`src/rtl/pwc_pkg.sv`:
```
package pwc_pkg;
  localparam int BYTE_W = 8;

  typedef enum logic {
    ST_COLLECT = 1'b0,
    ST_COMMIT  = 1'b1
  } pwc_state_t;
endpackage

```
`src/rtl/pwc_page_buf.sv`:
```
// Page staging memory: one write port, one registered read port (block RAM style).
module pwc_page_buf #(
  parameter int DEPTH = 64,
  parameter int DW    = 8,
  localparam int AW   = $clog2(DEPTH)
) (
  input  logic          clk,
  input  logic          we,
  input  logic [AW-1:0] waddr,
  input  logic [DW-1:0] wdata,
  input  logic [AW-1:0] raddr,
  output logic [DW-1:0] rdata
);
  logic [DW-1:0] mem [DEPTH];

  always_ff @(posedge clk) begin
    if (we) mem[waddr] <= wdata;
    rdata <= mem[raddr];
  end
endmodule

```
`src/rtl/pwc_byte_mask.sv`:
```
// One flag per page offset, set when that offset has received a byte.
module pwc_byte_mask #(
  parameter int DEPTH = 64,
  localparam int AW   = $clog2(DEPTH)
) (
  input  logic          clk,
  input  logic          rst,
  input  logic          clr,
  input  logic          set,
  input  logic [AW-1:0] set_idx,
  input  logic [AW-1:0] rd_idx,
  output logic          rd_bit,
  output logic          any_set
);
  logic [DEPTH-1:0] flags;

  always_ff @(posedge clk) begin
    if (rst || clr) flags <= '0;
    else if (set)   flags[set_idx] <= 1'b1;
  end

  always_ff @(posedge clk) begin
    if (rst) rd_bit <= 1'b0;
    else     rd_bit <= flags[rd_idx];
  end

  assign any_set = |flags;
endmodule

```
`src/rtl/pwc_cycle_timer.sv`:
```
// Counts clocks while active; flags the last cycle of the window.
module pwc_cycle_timer #(
  parameter int LIMIT = 128,
  localparam int CW   = $clog2(LIMIT + 1)
) (
  input  logic          clk,
  input  logic          rst,
  input  logic          active,
  output logic [CW-1:0] count,
  output logic          last
);
  always_ff @(posedge clk) begin
    if (rst || !active) count <= '0;
    else                count <= count + 1'b1;
  end

  assign last = active && (count == CW'(LIMIT - 1));
endmodule

```
`src/rtl/page_write_ctrl.sv`:
```
module page_write_ctrl #(
  parameter int ADDR_W       = 10,
  parameter int PAGE_BYTES   = 64,
  parameter int WRITE_CYCLES = 128   // must be at least PAGE_BYTES + 2
) (
  input  logic              clk,
  input  logic              rst,
  input  logic              addr_load,
  input  logic [ADDR_W-1:0] start_addr,
  input  logic              byte_valid,
  input  logic [7:0]        byte_data,
  input  logic              stop,
  input  logic              wp,
  output logic              busy,
  output logic              arr_rd_en,
  output logic [ADDR_W-1:0] arr_rd_addr,
  input  logic [7:0]        arr_rd_data,
  output logic              arr_wr_en,
  output logic [ADDR_W-1:0] arr_wr_addr,
  output logic [7:0]        arr_wr_data
);
  import pwc_pkg::*;

  localparam int OFF_W = $clog2(PAGE_BYTES);
  localparam int PG_W  = ADDR_W - OFF_W;
  localparam int CNT_W = $clog2(WRITE_CYCLES + 1);

  pwc_state_t       state;
  logic [PG_W-1:0]  page_base;
  logic [OFF_W-1:0] offset;
  logic [CNT_W-1:0] tcount;
  logic             tlast;
  logic             any_byte;
  logic             mask_bit_q;
  logic [7:0]       buf_q;

  logic collecting, take_load, take_byte, take_stop, start_commit, mask_clr;
  logic [OFF_W-1:0] scan_off;
  logic             scan_en;

  assign collecting   = (state == ST_COLLECT);
  assign take_load    = collecting && addr_load;
  assign take_byte    = collecting && byte_valid && !addr_load;
  assign take_stop    = collecting && stop;
  assign start_commit = take_stop && any_byte && !wp;
  assign mask_clr     = take_load || (take_stop && !start_commit) || tlast;

  assign scan_off = tcount[OFF_W-1:0];
  assign scan_en  = busy && (tcount < CNT_W'(PAGE_BYTES));

  // Pointer and control state
  always_ff @(posedge clk) begin
    if (rst) begin
      state     <= ST_COLLECT;
      page_base <= '0;
      offset    <= '0;
      busy      <= 1'b0;
    end else begin
      case (state)
        ST_COLLECT: begin
          if (take_load) begin
            page_base <= start_addr[ADDR_W-1:OFF_W];
            offset    <= start_addr[OFF_W-1:0];
          end else if (take_byte) begin
            offset <= offset + 1'b1;
          end
          if (start_commit) begin
            state <= ST_COMMIT;
            busy  <= 1'b1;
          end
        end
        ST_COMMIT: begin
          if (tlast) begin
            state <= ST_COLLECT;
            busy  <= 1'b0;
          end
        end
        default: state <= ST_COLLECT;
      endcase
    end
  end

  pwc_cycle_timer #(.LIMIT(WRITE_CYCLES)) u_timer (
    .clk    (clk),
    .rst    (rst),
    .active (busy),
    .count  (tcount),
    .last   (tlast)
  );

  pwc_byte_mask #(.DEPTH(PAGE_BYTES)) u_mask (
    .clk     (clk),
    .rst     (rst),
    .clr     (mask_clr),
    .set     (take_byte),
    .set_idx (offset),
    .rd_idx  (scan_off),
    .rd_bit  (mask_bit_q),
    .any_set (any_byte)
  );

  pwc_page_buf #(.DEPTH(PAGE_BYTES), .DW(BYTE_W)) u_buf (
    .clk   (clk),
    .we    (take_byte),
    .waddr (offset),
    .wdata (byte_data),
    .raddr (scan_off),
    .rdata (buf_q)
  );

  // Array read request: one offset per cycle for the first PAGE_BYTES cycles of busy
  assign arr_rd_en   = scan_en;
  assign arr_rd_addr = {page_base, scan_off};

  // Merge stage: buffer and array data arrive one cycle after the request
  logic             s1_valid;
  logic [OFF_W-1:0] s1_off;

  always_ff @(posedge clk) begin
    if (rst) begin
      s1_valid    <= 1'b0;
      s1_off      <= '0;
      arr_wr_en   <= 1'b0;
      arr_wr_addr <= '0;
      arr_wr_data <= '0;
    end else begin
      s1_valid    <= scan_en;
      s1_off      <= scan_off;
      arr_wr_en   <= s1_valid;
      arr_wr_addr <= {page_base, s1_off};
      arr_wr_data <= mask_bit_q ? buf_q : arr_rd_data;
    end
  end
endmodule

```
`config.mk`:
```
export PLATFORM = sky130hd
export DESIGN_NAME = page_write_ctrl
export DESIGN_NICKNAME = d
export VERILOG_FILES = /design/src/rtl/pwc_pkg.sv /design/src/rtl/pwc_page_buf.sv /design/src/rtl/pwc_byte_mask.sv /design/src/rtl/pwc_cycle_timer.sv /design/src/rtl/page_write_ctrl.sv
export SDC_FILE = /design/constraint.sdc
export NUM_CORES = 1
export LEC_CHECK = 0
export BUFFER_PORTS_ARGS = -buffer_cell sky130_fd_sc_hd__buf_2
export CORE_MARGIN = 8
export CORE_UTILIZATION = 55
export CTS_BUF_LIST = sky130_fd_sc_hd__clkbuf_16
export CTS_CLUSTER_SIZE = 25
export DETAILED_ROUTE_END_ITERATION = 10
export PLACE_DENSITY = 0.72
export SYNTH_ARGS = -nofsm -noshare
export SYNTH_HDL_FRONTEND = slang
export SYNTH_SLANG_ARGS = --single-unit
```
`constraint.sdc`:
```
create_clock -name clk -period 3.1 [get_ports clk]
set_clock_uncertainty 0.1 [all_clocks]
set_input_delay 0.465 -clock clk [delete_from_list [all_inputs] [get_ports clk]]
set_output_delay 0.465 -clock clk [all_outputs]
set_load 0.1 [all_outputs]
```
==> reports/results.txt <==
Total Neg Setup Slack -> 0 ns
worst r2r dst -> u_buf.rdata[1]$_DFF_P_
Root Buffer -> clkbuf_16
number of fillers in the final layout -> 3053
initial antenna violation count -> 0
arrival time worst endpoint -> 3.17 ns
Main synth FF type -> edfxtp_1
worst hold-check path type -> in2reg
Design Area, Final -> 28000 sq um
synth top area cells -> edfxtp_1 63%, mux4_2 12%, dfxtp_1 9.8%
Comb pwr share -> 0.026
synthesized area -> 24400 sq um
Worst setup EP type -> flop
CP Launch Type -> flop
Skew-Pair Late Insertion Delay -> 0.62 ns
crit path max fanout -> 38
Synth Register Bits -> 631
gr ovfl total -> 0
Inserted Clock Buffers -> 60
Synth cell types -> 54
RSZ-0062 raised after global routing -> false
share of post-route cells with drive strength above 1 -> 0.266
TritonCTS clock tree -> done
Ys Warns -> 0
Post-synth EDFFs -> 512
Die Y -> 227 um
final setup margin -> 0.303 ns
Min Hold Slack -> 0.0721 ns
fin crit share -> 0.902
Final ANT Viol Nets -> 0
WL/cell -> 27.0 um
# diodes -> 0
# setup viols final -> 0
Placed Area -> 25900 sq um
Final Max Slew Viols -> 0
run status -> completed
Vias/cell -> 6.20
Register Area -> 17800 sq um
Reg power frac -> 0.552
Avg Inst Size Synth -> 18.1 sq um
area leader, netlist -> edfxtp_1
Async SR Flop Fraction -> 0
hold path startpoint -> start_addr[3]
synthesis-to-layout area growth -> 14.8%
Clock transition at path regs -> 0.06 ns
largest net degree at the start of global routing -> 65
DRT Wirelength -> 58.5 mm
Starting Density -> 0.554
All-Layer GR Usage -> 0.231
# nets final -> 1554
num rows -> 77
Total Power -> 16.7 mW
CTS H-tree lvls -> 2
IO buf count -> 62
top-count cell post-synth -> edfxtp_1
Die W -> 227 um
DRT iter0 DRCs -> 1450
Fmax achieved -> 358 MHz
die area -> 51300 sq um
Commonest cells post-synth -> 512 x edfxtp_1, 131 x mux4_2, 119 x dfxtp_1
FF-to-FF Start -> u_timer.count[1]$_SDFF_PP0_
Ports -> 63
internal power -> 13.3 mW
worst IR drop on VDD -> 0.393 mV
Place WS -> 0.208 ns
Largest stage delay, worst path -> 0.79 ns
post-synth top area share -> 0.631
Power Dens Cells -> 596 nW/um^2
Worst-Margin Slew -> 0.824 ns
Rel. slew slack -> 0.448
CP delay by family, top -> flip-flops
Post-DP HPWL -> 37.6 mm
Pre-Repair DR Iteration Count -> 6
TritonCTS Sinks -> 631
Synthesized Nets -> 1382
Sw Share -> 0.205
R2R depth -> 6
post-synthesis sequential area ratio -> 0.728
cell depth of the worst min-delay path -> 3
cts repair resizes -> 0
vias in the first global route -> 13500
Min Clock Period, post-route -> 2.80 ns
clock share of power -> 0.421
global-route wire length before repair -> 87.4 mm
Final Wtd Congestion -> 0.939
core box area -> 44000 sq um
critical path class -> reg2reg
max_cap viols -> 0
slowest CP cell -> dfxtp_4
leakage power -> 9.14 nW
worst-path cell chain -> buf_4 -> mux4_2 -> mux2i_1 -> a221oi_1 -> a31oi_1 -> o22ai_1
area of the multi-input gates -> 6140 sq um
WHS Endpoint -> offset[3]$_SDFFE_PP0P_
# DRC -> 0
r2r setup slk -> 0.30 ns
P_sw -> 3.41 mW
CTS Buffer Depth -> 3
Gate Count Post-Synth -> 1348
Buf/Inv on CP -> 1
Final Hold Viols -> 0
Worst Path Required -> 3.47 ns
routed via count -> 13400
## through the flow
step,utilization,std cells
6_report,0.636,2164
2_1_floorplan,-,1348
4_1_cts,0.635,2163
3_5_place_dp,0.589,2037
3_3_place_gp,0.589,2037
5_1_grt,0.636,2164
## worst register-to-register path, stage by stage (launching register included)
cell and delay, ns:
dfxtp_4 0.79, buf_4 0.50, mux4_2 0.39, mux2i_1 0.17, a221oi_1 0.12, a31oi_1 0.41, o22ai_1 0.18
## final cells by class
class,instances,share of cell area
multi-input combinational,630,0.219
inverter,6,0.000805
clock inverter,53,0.0132
sequential,631,0.635
clock buffer,61,0.0545
tap,592,0.0265
timing repair buffer,191,0.0508
## power by group through the flow
stage	clock network, mW	logic, mW	registers, mW
after floorplan	0	0.152	9.46
after global placement	0	0.413	9.40
after detailed placement	0	0.425	9.40
after CTS	7.12	0.438	9.22
after global routing	7.42	0.471	9.22
final	7.02	0.441	9.22
## routing by layer
metal,GRT usage,vias to the layer above,share of wire
met5,0,-,0
met2,0.365,597,0.47
li1,-,5737,-
met3,0.0604,115,0.089
met1,0.313,6967,0.41
met4,0.0769,0,0.030
## cell usage in the layout, fill, tap and decap left out, types with 4 or more instances in the layout
master and n:
o21ai_0 8, dlygate4sd3_1 12, clkbuf_16 61, mux4_2 131
o22ai_1 11, a211oi_1 22, buf_2 62, a2111oi_0 6
inv_1 22, nor2_1 110, a21oi_1 20, buf_4 108
nand2b_1 9, clkinv_1 16, mux2_2 14, or3_1 7
nor3_1 7, a22oi_1 16, a221oi_1 9, nand3_1 7
xor2_1 5, bufinv_16 5, clkinv_2 8, o21a_1 64
dfxtp_1 115, edfxtp_1 512, o211ai_1 5, nor2b_1 37
nand2_1 42, nand4_1 7, mux2i_1 36, o31ai_1 4
buf_12 9, nor4_1 18
## what timing repair did
| item | in CTS | in global routing |
|---|---|---|
| hold buffers | 12 | 0 |
| setup buffers | 0 | 1 |
| hold endpoints to repair | 12 | 0 |
| endpoints found under the setup margin | 0 | 1 |
## cells by family (layout without fill, tap and decap cells)
logic type                 Yosys count  after routing  share of synthesized area
AOI/OAI and AO/OA                  182            182                     0.0551
xor gates and xnor gates             7              7                    0.00251
adders and majority gates            2              2                    0.00103
buffers and inverters               87            311                     0.0202
DFF                                631            631                      0.728
muxes                              181            181                      0.142
and+or+nand+nor                    258            258                     0.0508
## flip-flops by register name, indices dropped and copies added (netlist names), 4 cells and up
signal and cells:
u_buf.mem 512, arr_wr_addr 10, u_mask.flags 64, offset 6
u_buf.rdata 8, u_timer.count 8, page_base 4, s1_off 6
arr_wr_data 8
## how the worst max path moves through the flow
stage                           startpoint                      to  slack [ns]  cells past startpoint
3_5_place_dp   u_timer.count[0]$_SDFF_PP0_  u_buf.rdata[7]$_DFF_P_        0.21                      6
5_1_grt        u_timer.count[1]$_SDFF_PP0_  u_buf.rdata[4]$_DFF_P_        0.17                      6
3_3_place_gp   u_timer.count[0]$_SDFF_PP0_  u_buf.rdata[7]$_DFF_P_        0.19                      6
4_1_cts        u_timer.count[0]$_SDFF_PP0_  u_buf.rdata[7]$_DFF_P_        0.20                      6
6_report       u_timer.count[1]$_SDFF_PP0_  u_buf.rdata[1]$_DFF_P_        0.30                      6
2_1_floorplan            busy$_SDFFE_PP0P_               arr_rd_en        0.04                      2
No activity file was read; power rests on OpenSTA's default activity.
